`config.mk`:
```
export PLATFORM = sky130hd
export DESIGN_NAME = nor_cmd_seq
export DESIGN_NICKNAME = d
export VERILOG_FILES = /design/src/rtl/nor_seq_pkg.sv /design/src/rtl/nor_seq_dp.sv /design/src/rtl/nor_seq_ctl.sv /design/src/rtl/nor_cmd_seq.sv
export SDC_FILE = /design/constraint.sdc
export NUM_CORES = 1
export LEC_CHECK = 0
export ABC_AREA = 0
export BUFFER_PORTS_ARGS = -buffer_cell sky130_fd_sc_hd__clkbuf_2
export CAP_MARGIN = 0
export CORE_UTILIZATION = 30
export DETAILED_ROUTE_END_ITERATION = 8
export PLACE_DENSITY = 0.52
export SLEW_MARGIN = 20
export SYNTH_ARGS = -nofsm -noshare
export SYNTH_HDL_FRONTEND = slang
export SYNTH_HIERARCHICAL = 1
export SYNTH_SLANG_ARGS = --single-unit
export TNS_END_PERCENT = 1
```
`constraint.sdc`:
```
create_clock -name clk -period 2.78 [get_ports clk]
set_input_delay 0.139 -clock clk [delete_from_list [all_inputs] [get_ports clk]]
set_output_delay 0.139 -clock clk [all_outputs]
set_load 0.1 [all_outputs]
```
`src/rtl/nor_seq_pkg.sv`:
```
package nor_seq_pkg;

  typedef enum logic [2:0] {A_U1, A_U2, A_TGT, A_SEC, A_VER, A_ID0, A_ID1} addrSelE;
  typedef enum logic [2:0] {D_AA, D_55, D_A0, D_80, D_30, D_90, D_F0, D_REQ} dataSelE;
  typedef enum logic [1:0] {PH_IDLE, PH_SETUP, PH_STROBE, PH_HOLD} phaseE;
  typedef enum logic [1:0] {ST_OK = 2'd0, ST_TIMEOUT = 2'd1, ST_VERIFY = 2'd2, ST_WRONG = 2'd3} statusE;
  typedef enum logic [1:0] {K_ID, K_PROG, K_ERASE, K_EXIT} kindE;
  typedef enum logic [2:0] {RK_ID0, RK_ID1, RK_POLLA, RK_POLLB, RK_VER} rdKindE;
  typedef enum logic [2:0] {S_IDLE, S_WR_GO, S_WR_WAIT, S_SETTLE, S_RD_GO, S_RD_WAIT, S_FIN} stateE;

  typedef struct packed {
    logic    start;
    logic    write;
    addrSelE addrSel;
    dataSelE dataSel;
    logic    ldReq;
    logic    clrOff;
    logic    incOff;
    logic    ldPrev;
  } strobeS;

endpackage

```
`src/rtl/nor_seq_dp.sv`:
```
module nor_seq_dp
  import nor_seq_pkg::*;
#(
  parameter int AW           = 20,
  parameter int DW           = 16,
  parameter int SECTOR_WORDS = 2048,
  parameter int WP_CYCLES    = 4,
  parameter int RD_CYCLES    = 4,
  parameter int MFR_CODE     = 'hBF,
  parameter int DEV_CODE     = 'h2782
) (
  input  logic          clk,
  input  logic          rstN,
  input  strobeS        strb,
  input  logic [1:0]    reqOp,
  input  logic [AW-1:0] reqAddr,
  input  logic [DW-1:0] reqData,
  input  logic [DW-1:0] flDqIn,
  output logic          busDone,
  output logic          rdIsMfr,
  output logic          rdIsDev,
  output logic          rdMatchExp,
  output logic          toggleSame,
  output logic          offLast,
  output logic [AW-1:0] flAddr,
  output logic [DW-1:0] flDqOut,
  output logic          flDqOe,
  output logic          flCeN,
  output logic          flWeN,
  output logic          flOeN
);
  localparam int OFFW = $clog2(SECTOR_WORDS);
  localparam int MAXC = (WP_CYCLES > RD_CYCLES) ? WP_CYCLES : RD_CYCLES;
  localparam int BW   = $clog2(MAXC + 1);

  logic [AW-1:0] tgtAddr, curAddr, addrMux;
  logic [DW-1:0] tgtData, curData, dataMux, rdData;
  logic [OFFW-1:0] off;
  logic eraseMode, prevBit, isWr;
  phaseE phase;
  logic [BW-1:0] cnt, busLim;

  always_comb begin
    case (strb.addrSel)
      A_U1:    addrMux = AW'(32'h5555);
      A_U2:    addrMux = AW'(32'h2AAA);
      A_SEC:   addrMux = {tgtAddr[AW-1:OFFW], {OFFW{1'b0}}};
      A_VER:   addrMux = {tgtAddr[AW-1:OFFW], off};
      A_ID0:   addrMux = '0;
      A_ID1:   addrMux = AW'(1);
      default: addrMux = tgtAddr;
    endcase
    case (strb.dataSel)
      D_AA:    dataMux = DW'(8'hAA);
      D_55:    dataMux = DW'(8'h55);
      D_A0:    dataMux = DW'(8'hA0);
      D_80:    dataMux = DW'(8'h80);
      D_30:    dataMux = DW'(8'h30);
      D_90:    dataMux = DW'(8'h90);
      D_F0:    dataMux = DW'(8'hF0);
      default: dataMux = tgtData;
    endcase
  end

  // request registers, sector offset, last poll bit
  always_ff @(posedge clk) begin
    if (!rstN) begin
      tgtAddr <= '0; tgtData <= '0; eraseMode <= 1'b0; off <= '0; prevBit <= 1'b0;
    end else begin
      if (strb.ldReq) begin
        tgtAddr <= reqAddr; tgtData <= reqData; eraseMode <= (reqOp == 2'd2);
      end
      if (strb.clrOff) off <= '0;
      else if (strb.incOff) off <= off + 1'b1;
      if (strb.ldPrev) prevBit <= rdData[6];
    end
  end

  assign busLim = isWr ? BW'(WP_CYCLES - 1) : BW'(RD_CYCLES - 1);

  // bus cycle engine
  always_ff @(posedge clk) begin
    if (!rstN) begin
      phase <= PH_IDLE; cnt <= '0; isWr <= 1'b0; curAddr <= '0; curData <= '0;
      rdData <= '0; busDone <= 1'b0;
    end else begin
      busDone <= 1'b0;
      case (phase)
        PH_IDLE: if (strb.start) begin
          isWr <= strb.write; curAddr <= addrMux; curData <= dataMux; cnt <= '0;
          phase <= strb.write ? PH_SETUP : PH_STROBE;
        end
        PH_SETUP: phase <= PH_STROBE;
        PH_STROBE: begin
          if (cnt == busLim) begin
            if (isWr) phase <= PH_HOLD;
            else begin
              rdData <= flDqIn; busDone <= 1'b1; phase <= PH_IDLE;
            end
          end else cnt <= cnt + 1'b1;
        end
        default: begin busDone <= 1'b1; phase <= PH_IDLE; end
      endcase
    end
  end

  assign flAddr     = curAddr;
  assign flDqOut    = curData;
  assign flDqOe     = isWr && (phase != PH_IDLE);
  assign flCeN      = (phase != PH_STROBE);
  assign flWeN      = !((phase == PH_STROBE) && isWr);
  assign flOeN      = !((phase == PH_STROBE) && !isWr);
  assign rdIsMfr    = (rdData == DW'(MFR_CODE));
  assign rdIsDev    = (rdData == DW'(DEV_CODE));
  assign rdMatchExp = eraseMode ? (rdData == {DW{1'b1}}) : (rdData == tgtData);
  assign toggleSame = (rdData[6] == prevBit);
  assign offLast    = (off == {OFFW{1'b1}});

endmodule

```
`src/rtl/nor_seq_ctl.sv`:
```
module nor_seq_ctl
  import nor_seq_pkg::*;
#(
  parameter int POLL_LIMIT    = 100000,
  parameter int SETTLE_CYCLES = 64
) (
  input  logic       clk,
  input  logic       rstN,
  input  logic       reqValid,
  input  logic [1:0] reqOp,
  input  logic       busDone,
  input  logic       rdIsMfr,
  input  logic       rdIsDev,
  input  logic       rdMatchExp,
  input  logic       toggleSame,
  input  logic       offLast,
  output logic       reqReady,
  output logic       doneValid,
  output logic [1:0] doneStatus,
  output strobeS     strb
);
  localparam int MAXC = (POLL_LIMIT > SETTLE_CYCLES) ? POLL_LIMIT : SETTLE_CYCLES;
  localparam int CW   = $clog2(MAXC + 1);

  stateE   state;
  kindE    kind;
  rdKindE  rk;
  statusE  status;
  logic [2:0] step, lastStep;
  logic [CW-1:0] cnt;
  addrSelE stepAddr, rdAddr;
  dataSelE stepData;
  logic pollLast;

  // write list for each command kind
  always_comb begin
    stepAddr = A_U1; stepData = D_AA;
    if (step == 3'd1 || (kind == K_ERASE && step == 3'd4)) begin
      stepAddr = A_U2; stepData = D_55;
    end else if (step == 3'd2) begin
      case (kind)
        K_PROG:  stepData = D_A0;
        K_ERASE: stepData = D_80;
        K_ID:    stepData = D_90;
        default: stepData = D_F0;
      endcase
    end else if (kind == K_PROG && step == 3'd3) begin
      stepAddr = A_TGT; stepData = D_REQ;
    end else if (kind == K_ERASE && step == 3'd5) begin
      stepAddr = A_SEC; stepData = D_30;
    end
    case (kind)
      K_PROG:  lastStep = 3'd3;
      K_ERASE: lastStep = 3'd5;
      default: lastStep = 3'd2;
    endcase
    case (rk)
      RK_ID0:  rdAddr = A_ID0;
      RK_ID1:  rdAddr = A_ID1;
      RK_VER:  rdAddr = (kind == K_ERASE) ? A_VER : A_TGT;
      default: rdAddr = (kind == K_ERASE) ? A_SEC : A_TGT;
    endcase
  end

  assign pollLast = (cnt == CW'(POLL_LIMIT - 1));

  always_comb begin
    strb = '0;
    case (state)
      S_IDLE:  strb.ldReq = reqValid;
      S_WR_GO: begin
        strb.start = 1'b1; strb.write = 1'b1; strb.addrSel = stepAddr; strb.dataSel = stepData;
      end
      S_RD_GO: begin strb.start = 1'b1; strb.addrSel = rdAddr; end
      S_RD_WAIT: if (busDone) begin
        case (rk)
          RK_POLLA: strb.ldPrev = 1'b1;
          RK_POLLB: begin
            if (toggleSame || pollLast) strb.clrOff = 1'b1;
            else strb.ldPrev = 1'b1;
          end
          RK_VER: strb.incOff = (kind == K_ERASE) && !offLast;
          default: ;
        endcase
      end
      default: ;
    endcase
  end

  always_ff @(posedge clk) begin
    if (!rstN) begin
      state <= S_IDLE; kind <= K_ID; rk <= RK_ID0; status <= ST_OK; step <= '0; cnt <= '0;
    end else begin
      case (state)
        S_IDLE: if (reqValid) begin
          case (reqOp)
            2'd1:    kind <= K_PROG;
            2'd2:    kind <= K_ERASE;
            default: kind <= K_ID;
          endcase
          step <= '0; status <= ST_OK; state <= S_WR_GO;
        end
        S_WR_GO: state <= S_WR_WAIT;
        S_WR_WAIT: if (busDone) begin
          cnt <= '0;
          if (step != lastStep) begin
            step <= step + 1'b1; state <= S_WR_GO;
          end else if (kind == K_ID || kind == K_EXIT) state <= S_SETTLE;
          else begin rk <= RK_POLLA; state <= S_RD_GO; end
        end
        S_SETTLE: begin
          if (cnt == CW'(SETTLE_CYCLES - 1)) begin
            if (kind == K_ID) begin rk <= RK_ID0; state <= S_RD_GO; end
            else state <= S_FIN;
          end else cnt <= cnt + 1'b1;
        end
        S_RD_GO: state <= S_RD_WAIT;
        S_RD_WAIT: if (busDone) begin
          state <= S_RD_GO;
          case (rk)
            RK_ID0: begin
              if (!rdIsMfr) status <= ST_WRONG;
              rk <= RK_ID1;
            end
            RK_ID1: begin
              if (!rdIsDev) status <= ST_WRONG;
              kind <= K_EXIT; step <= '0; state <= S_WR_GO;
            end
            RK_POLLA: rk <= RK_POLLB;
            RK_POLLB: begin
              if (toggleSame) rk <= RK_VER;
              else if (pollLast) begin status <= ST_TIMEOUT; rk <= RK_VER; end
              else cnt <= cnt + 1'b1;
            end
            default: begin
              if (!rdMatchExp && status == ST_OK) status <= ST_VERIFY;
              if (kind != K_ERASE || offLast) state <= S_FIN;
            end
          endcase
        end
        default: state <= S_IDLE;
      endcase
    end
  end

  assign reqReady   = (state == S_IDLE);
  assign doneValid  = (state == S_FIN);
  assign doneStatus = status;

endmodule

```
`src/rtl/nor_cmd_seq.sv`:
```
module nor_cmd_seq
  import nor_seq_pkg::*;
#(
  parameter int AW            = 20,
  parameter int DW            = 16,
  parameter int SECTOR_BYTES  = 4096,
  parameter int WP_CYCLES     = 4,
  parameter int RD_CYCLES     = 4,
  parameter int SETTLE_CYCLES = 64,
  parameter int POLL_LIMIT    = 100000,
  parameter int MFR_CODE      = 'hBF,
  parameter int DEV_CODE      = 'h2782
) (
  input  logic          clk,
  input  logic          rstN,
  input  logic          reqValid,
  output logic          reqReady,
  input  logic [1:0]    reqOp,
  input  logic [AW-1:0] reqAddr,
  input  logic [DW-1:0] reqData,
  output logic          doneValid,
  output logic [1:0]    doneStatus,
  output logic [AW-1:0] flAddr,
  output logic [DW-1:0] flDqOut,
  output logic          flDqOe,
  input  logic [DW-1:0] flDqIn,
  output logic          flCeN,
  output logic          flWeN,
  output logic          flOeN
);
  localparam int SECTOR_WORDS = SECTOR_BYTES / (DW / 8);

  strobeS strb;
  logic busDone, rdIsMfr, rdIsDev, rdMatchExp, toggleSame, offLast;

  nor_seq_ctl #(.POLL_LIMIT(POLL_LIMIT), .SETTLE_CYCLES(SETTLE_CYCLES)) ctl (
    .clk(clk), .rstN(rstN), .reqValid(reqValid), .reqOp(reqOp), .busDone(busDone),
    .rdIsMfr(rdIsMfr), .rdIsDev(rdIsDev), .rdMatchExp(rdMatchExp),
    .toggleSame(toggleSame), .offLast(offLast), .reqReady(reqReady),
    .doneValid(doneValid), .doneStatus(doneStatus), .strb(strb)
  );

  nor_seq_dp #(
    .AW(AW), .DW(DW), .SECTOR_WORDS(SECTOR_WORDS), .WP_CYCLES(WP_CYCLES),
    .RD_CYCLES(RD_CYCLES), .MFR_CODE(MFR_CODE), .DEV_CODE(DEV_CODE)
  ) dp (
    .clk(clk), .rstN(rstN), .strb(strb), .reqOp(reqOp), .reqAddr(reqAddr),
    .reqData(reqData), .flDqIn(flDqIn), .busDone(busDone), .rdIsMfr(rdIsMfr),
    .rdIsDev(rdIsDev), .rdMatchExp(rdMatchExp), .toggleSame(toggleSame),
    .offLast(offLast), .flAddr(flAddr), .flDqOut(flDqOut), .flDqOe(flDqOe),
    .flCeN(flCeN), .flWeN(flWeN), .flOeN(flOeN)
  );

endmodule

```
### Yosys cells after proc, flatten, opt, wreduce, memory -nomap -nowiden

Cells that the tools add are included.

* register bits: 138
* input bits: 57
* output and inout port bits: 44
* logic and storage cells: 222

* add/sub/neg operators: 4
* eq/ne operators: 69
* mux-type cells: 86
* bitwise gates (word level): 2
* reduce and logical (&&, ||, !) cells: 43

Operators with widths (number)
* 20-bit one-hot mux with 6 select lines: 1
* 16-bit one-hot mux with 7 select lines: 1
* 17-bit two-way mux: 6
* 3-bit two-way mux: 32
* 17-bit one-hot mux with 3 select lines: 1
* 3-bit one-hot mux with 3 select lines: 5
* 3-bit equality test (second input constant): 12
* 2-bit two-way mux: 17
* 3-bit by 2-bit equality test with 1-bit output (second input constant): 10
* 3-bit one-hot mux with 2 select lines: 4
* 2-bit != test (second input constant): 11
* 3-bit one-hot mux with 6 select lines: 1
* 9-bit AND reduction: 2
* 17-bit by 1-bit adder with 17-bit output (second input constant): 1
* 17-bit equality test (second input constant): 1
* 17-bit by 6-bit equality test with 1-bit output (second input constant): 1
* 16-bit by 14-bit equality test with 1-bit output (second input constant): 1
* 16-bit equality test: 1
* 16-bit equality test (second input constant): 1
* 16-bit by 8-bit equality test with 1-bit output (second input constant): 1
* 2-bit by 1-bit != test with 1-bit output (second input constant): 8
* 3-bit by 1-bit equality test with 1-bit output (second input constant): 5
* 3-bit zero test: 4
* 2-bit one-hot mux with 2 select lines: 3
* 30 further kinds: 74

### Longest topological paths before layout

* word-level depth: 9
* mapped depth: 12
* mapped depth without buffers: 11

### Modules after synthesis

The synthesis kept the hierarchy.

Modules (own cells, without submodules)
* nor_seq_dp: times used 1, cells each 547, area each 4813.4 um^2, sequential area each 2162.1 um^2
* nor_seq_ctl: times used 1, cells each 322, area each 2265.9 um^2, sequential area each 600.6 um^2

### Worst setup path before layout

No wires, ideal clock.

* kind: reg2reg
* start point: reg ctl.state[0]
* end point: reg dp.tgtAddr[0]
* library setup time: 0.128 ns
* arrival: 3.889 ns
* data required time: 2.652 ns
* slack: -1.237 ns
* cell stages (with the launch flop): 10
* path buffers: 4
* period minus slack after synthesis: 4.017 ns
* cell sequence: dfxtp_1 buf_2 clkbuf_1 nor3_1 nand2_1 inv_1 buf_2 buf_2 mux2i_1 nor2_1

RTL lines
* start, declared: line nor_seq_ctl.sv:25 `stateE state;`
* start signal, assigned: line nor_seq_ctl.sv:92 `state <= S_IDLE; kind <= K_ID; rk <= RK_ID0; status <= ST_OK; step <= '0; cnt <= '0;`
* start signal, assigned: line nor_seq_ctl.sv:101 `step <= '0; status <= ST_OK; state <= S_WR_GO;`
* start signal, assigned: line nor_seq_ctl.sv:103 `S_WR_GO: state <= S_WR_WAIT;`
* end signal, assigned: line nor_seq_dp.sv:71 `tgtAddr <= reqAddr; tgtData <= reqData; eraseMode <= (reqOp == 2'd2);`
* end, declared: line nor_seq_dp.sv:36 `logic [AW-1:0] tgtAddr, curAddr, addrMux;`

==> key figures <==
Status
  – Outcome: finished clean

Layout
  – Layout cells sized above 1: 19.3%
  – Area growth, synth to finish: 28.2%
  – Final net count: 1082
  – # diodes: 0
  – Design area: 9070 um^2

Routing
  – Routed WL: 19700 um
  – Vias: 6591
  – Vias per Instance: 4.93
  – Detailed Route Iter0 Violations: 332
  – DRC viols: 0
  – Pre-antenna DRT Iters: 5
  – DRT antenna net count: 0
  – Avg WL per Cell: 14.7 um

Yosys
  – Syn Nets: 939
  – Most common cell in the netlist: dfxtp_1
  – XOR/XNOR Fraction of Synth Area: 2.83%
  – Largest family of logic cells by synthesized area: simple AND/OR/NAND/NOR gates
  – Commonest cells post-synth: dfxtp_1 (138), nand2_1 (111), nor2_1 (103)
  – Mux cell area share after synthesis: 6.26%
  – Yosys warns: 6
  – Async SR Flop Fraction: 0%
  – Post-Synth Simple-Gate Area: 25.8%
  – Yosys top cell area share: 39.0%
  – Synth unique cells: 74
  – Syn Area/Cell: 8.15 um^2
  – Ranking of synthesized cells by area: dfxtp_1 (39%), mux2i_1 (5.9%), nand2_1 (5.9%)
  – Synthesized area: 7080 um^2
  – Yosys reg bits: 138
  – Register area share after synthesis: 39.0%
  – Post-synth EDFFs: 0
  – Dominant synthesized flop cell: dfxtp_1
  – Post-Synth Adder-Cell Area: 2.30%
  – Leading area contributor after synthesis: dfxtp_1
  – Synth Area in Compound Gates: 19.0%
  – Post-Synthesis Cells: 869

Clock network
  – CTS tree: done
  – Clock sinks: 138
  – CTS Buf Count: 17
  – Root buffer cell: clkbuf_16
  – Setup repair bufs after CTS: 0
  – H-tree depth: 4
  – Clk Latency, worst-skew pair: 0.42 ns
  – Worst-path clk slew: 0.06 ns
  – Longest Clk Path Bufs: 2

Floorplan
  – Die Span Y: 156 um
  – Die X-Extent: 156 um
  – Die ar.: 24200 um^2
  – Initial Util: 30.9%
  – Cell Rows: 55
  – Core ar.: 22900 um^2
  – IO Count: 101

STA
  – RSZ-0062 raised after global routing: false
  – Slew headroom: 57.4%
  – Actual slew at the worst max-slew pin: 0.632 ns
  – Tmin final: 2.53 ns
  – Final Max Tran Viols: 0
  – Max frequency: 396 MHz
  – # setup viols final: 0
  – Setup Total Neg Slack: 0 ns
  – Fin. Hold Viols: 0
  – Worst Clk Skew: 0.0102 ns
  – Fin crit share: 90.9%

Placement
  – Post-DP Area: 7950 um^2
  – Port Buf Inserts: 100
  – GPL Wtd Cong: 0.821
  – Dpl hpwl: 13800 um

Setup path
  – CP Capture Point: dp/flAddr[19]$_SDFFE_PN0P_
  – CP Class: register to register
  – Worst Path Max Fanout: 12
  – Worst Setup SP: ctl/kind[0]$_SDFFE_PN0P_
  – CP endpoint kind: register
  – Critical R2R Launch: ctl/kind[0]$_SDFFE_PN0P_
  – Critical Path AT: 2.88 ns
  – Flop2flop setup slack: 0.25 ns
  – Reg-to-reg endpoint: dp/flAddr[19]$_SDFFE_PN0P_
  – CP Launch Type: register
  – R2r worst-path depth: 10
  – Crit path required time: 3.13 ns

Global route
  – Global-route usage over all layers: 16.7%
  – Gr ovfl total: 0
  – Largest net degree at the start of global routing: 67
  – Initial antenna violation count: 0
  – First-pass GRT wire length: 32100 um
  – Vias in the first global route: 6172

Pwr
  – Leak: 0.00352 uW
  – Pwr Density: 704 nW/um^2
  – Max VDD drop: 0.511 mV

Job
  – Maximum Capacitance Violations: 0

Worst hold path
  – Worst Hold Class: input port to register
registers in the layout, summed over array words and instances (netlist names):
register,count
ctl/cnt,17
ctl/doneStatus,2
ctl/kind,2
ctl/rk,3
ctl/state,3
ctl/step,3
dp/busDone,1
dp/cnt,3
dp/eraseMode,1
dp/flAddr,20
dp/flDqOut,16
dp/isWr,1
dp/off,11
dp/phase,2
dp/prevBit,1
dp/rdData,16
dp/tgtAddr,20
dp/tgtData,16
cell families (layout without fill, tap and decap cells):
kind of cell | after synthesis | count (layout)
compound gates | 208 | 208
fa+ha+maj | 13 | 13
xor+xnor | 22 | 22
flops | 138 | 138
mux | 44 | 44
buf+inv | 76 | 232
simple gates | 368 | 368
critical path, stage by stage (launching register included):
cell     delay (ns)
dfxtp_1        0.36
inv_1          0.09
ha_1           0.27
and2_1         0.23
a22oi_1        0.22
nand2_1        0.13
o22ai_1        0.21
buf_4          0.23
xor2_2         0.43
nand3_1        0.13
a21oi_1        0.16
worst min path at each step:
stage / start / to / cells after the start
after floorplan: flDqIn[7] / dp/rdData[7]$_SDFFE_PN0P_ / 2
after global placement: flDqIn[0] / dp/rdData[0]$_SDFFE_PN0P_ / 3
after detailed placement: flDqIn[9] / dp/rdData[9]$_SDFFE_PN0P_ / 3
after CTS: reqOp[1] / dp/eraseMode$_SDFFE_PN0P_ / 3
after global routing: reqOp[1] / dp/eraseMode$_SDFFE_PN0P_ / 3
final: reqOp[1] / dp/eraseMode$_SDFFE_PN0P_ / 3
where the power goes:
group	internal, uW	switching (uW)
Sequential	2140	157
Clock	1370	940
Combinational	509	1270
layout make-up:
cell class	instances	area [um^2]
inverter	23	86.3
clock inverter	14	159
multi-input combinational	655	4000
timing repair buffer	177	1230
sequential	138	2760
clock buffer	18	439
tap	313	392
fill	2334	13800
metrics by stage:
stage | hold WS [ns] | total power [uW] | worst slack (ns) | cells | util (%)
after floorplan | 0.275 | 3690 | 0.148 | 869 | -
after global placement | 0.367 | 4060 | 0.268 | 1254 | 34.7
after detailed placement | 0.370 | 4060 | 0.196 | 1254 | 34.7
after CTS | 0.0167 | 6450 | 0.189 | 1338 | 39.6
after global routing | 0.0370 | 6670 | 0.0352 | 1338 | 39.6
final | 0.0211 | 6380 | 0.253 | 1338 | 39.6
placed cells by master (no fill, tap or decap), types with 15 or more instances in the layout:
cell type,synthesis,layout
dfxtp_1,138,138
a21oi_1,76,76
mux2i_1,42,42
o21ai_0,37,37
buf_4,1,23
nor3_1,18,17
nand2_1,111,111
o22ai_1,15,15
nand3_1,21,21
nor2_1,103,103
inv_1,22,20
clkbuf_2,0,100
dlygate4sd3_1,0,52
clkbuf_16,0,17
what timing repair did:
| item | 4_1_cts | 5_1_grt |
|---|---|---|
| gates resized for setup | 0 | 1 |
| endpoints found under the hold margin | 52 | 0 |
| endpoints found under the setup margin | 0 | 1 |
| hold buffers | 52 | 0 |
per-layer routing:
layer  track usage [%]  share of wire [%]  vias to the layer above
met1              23.1                 51                     3058
met3              3.92                4.0                       16
met5                 0                  0                        -
met2              25.6                 44                      134
li1                  -                  -                     3383
met4              4.86                1.1                        0
No activity file was read; power rests on OpenSTA's default activity.
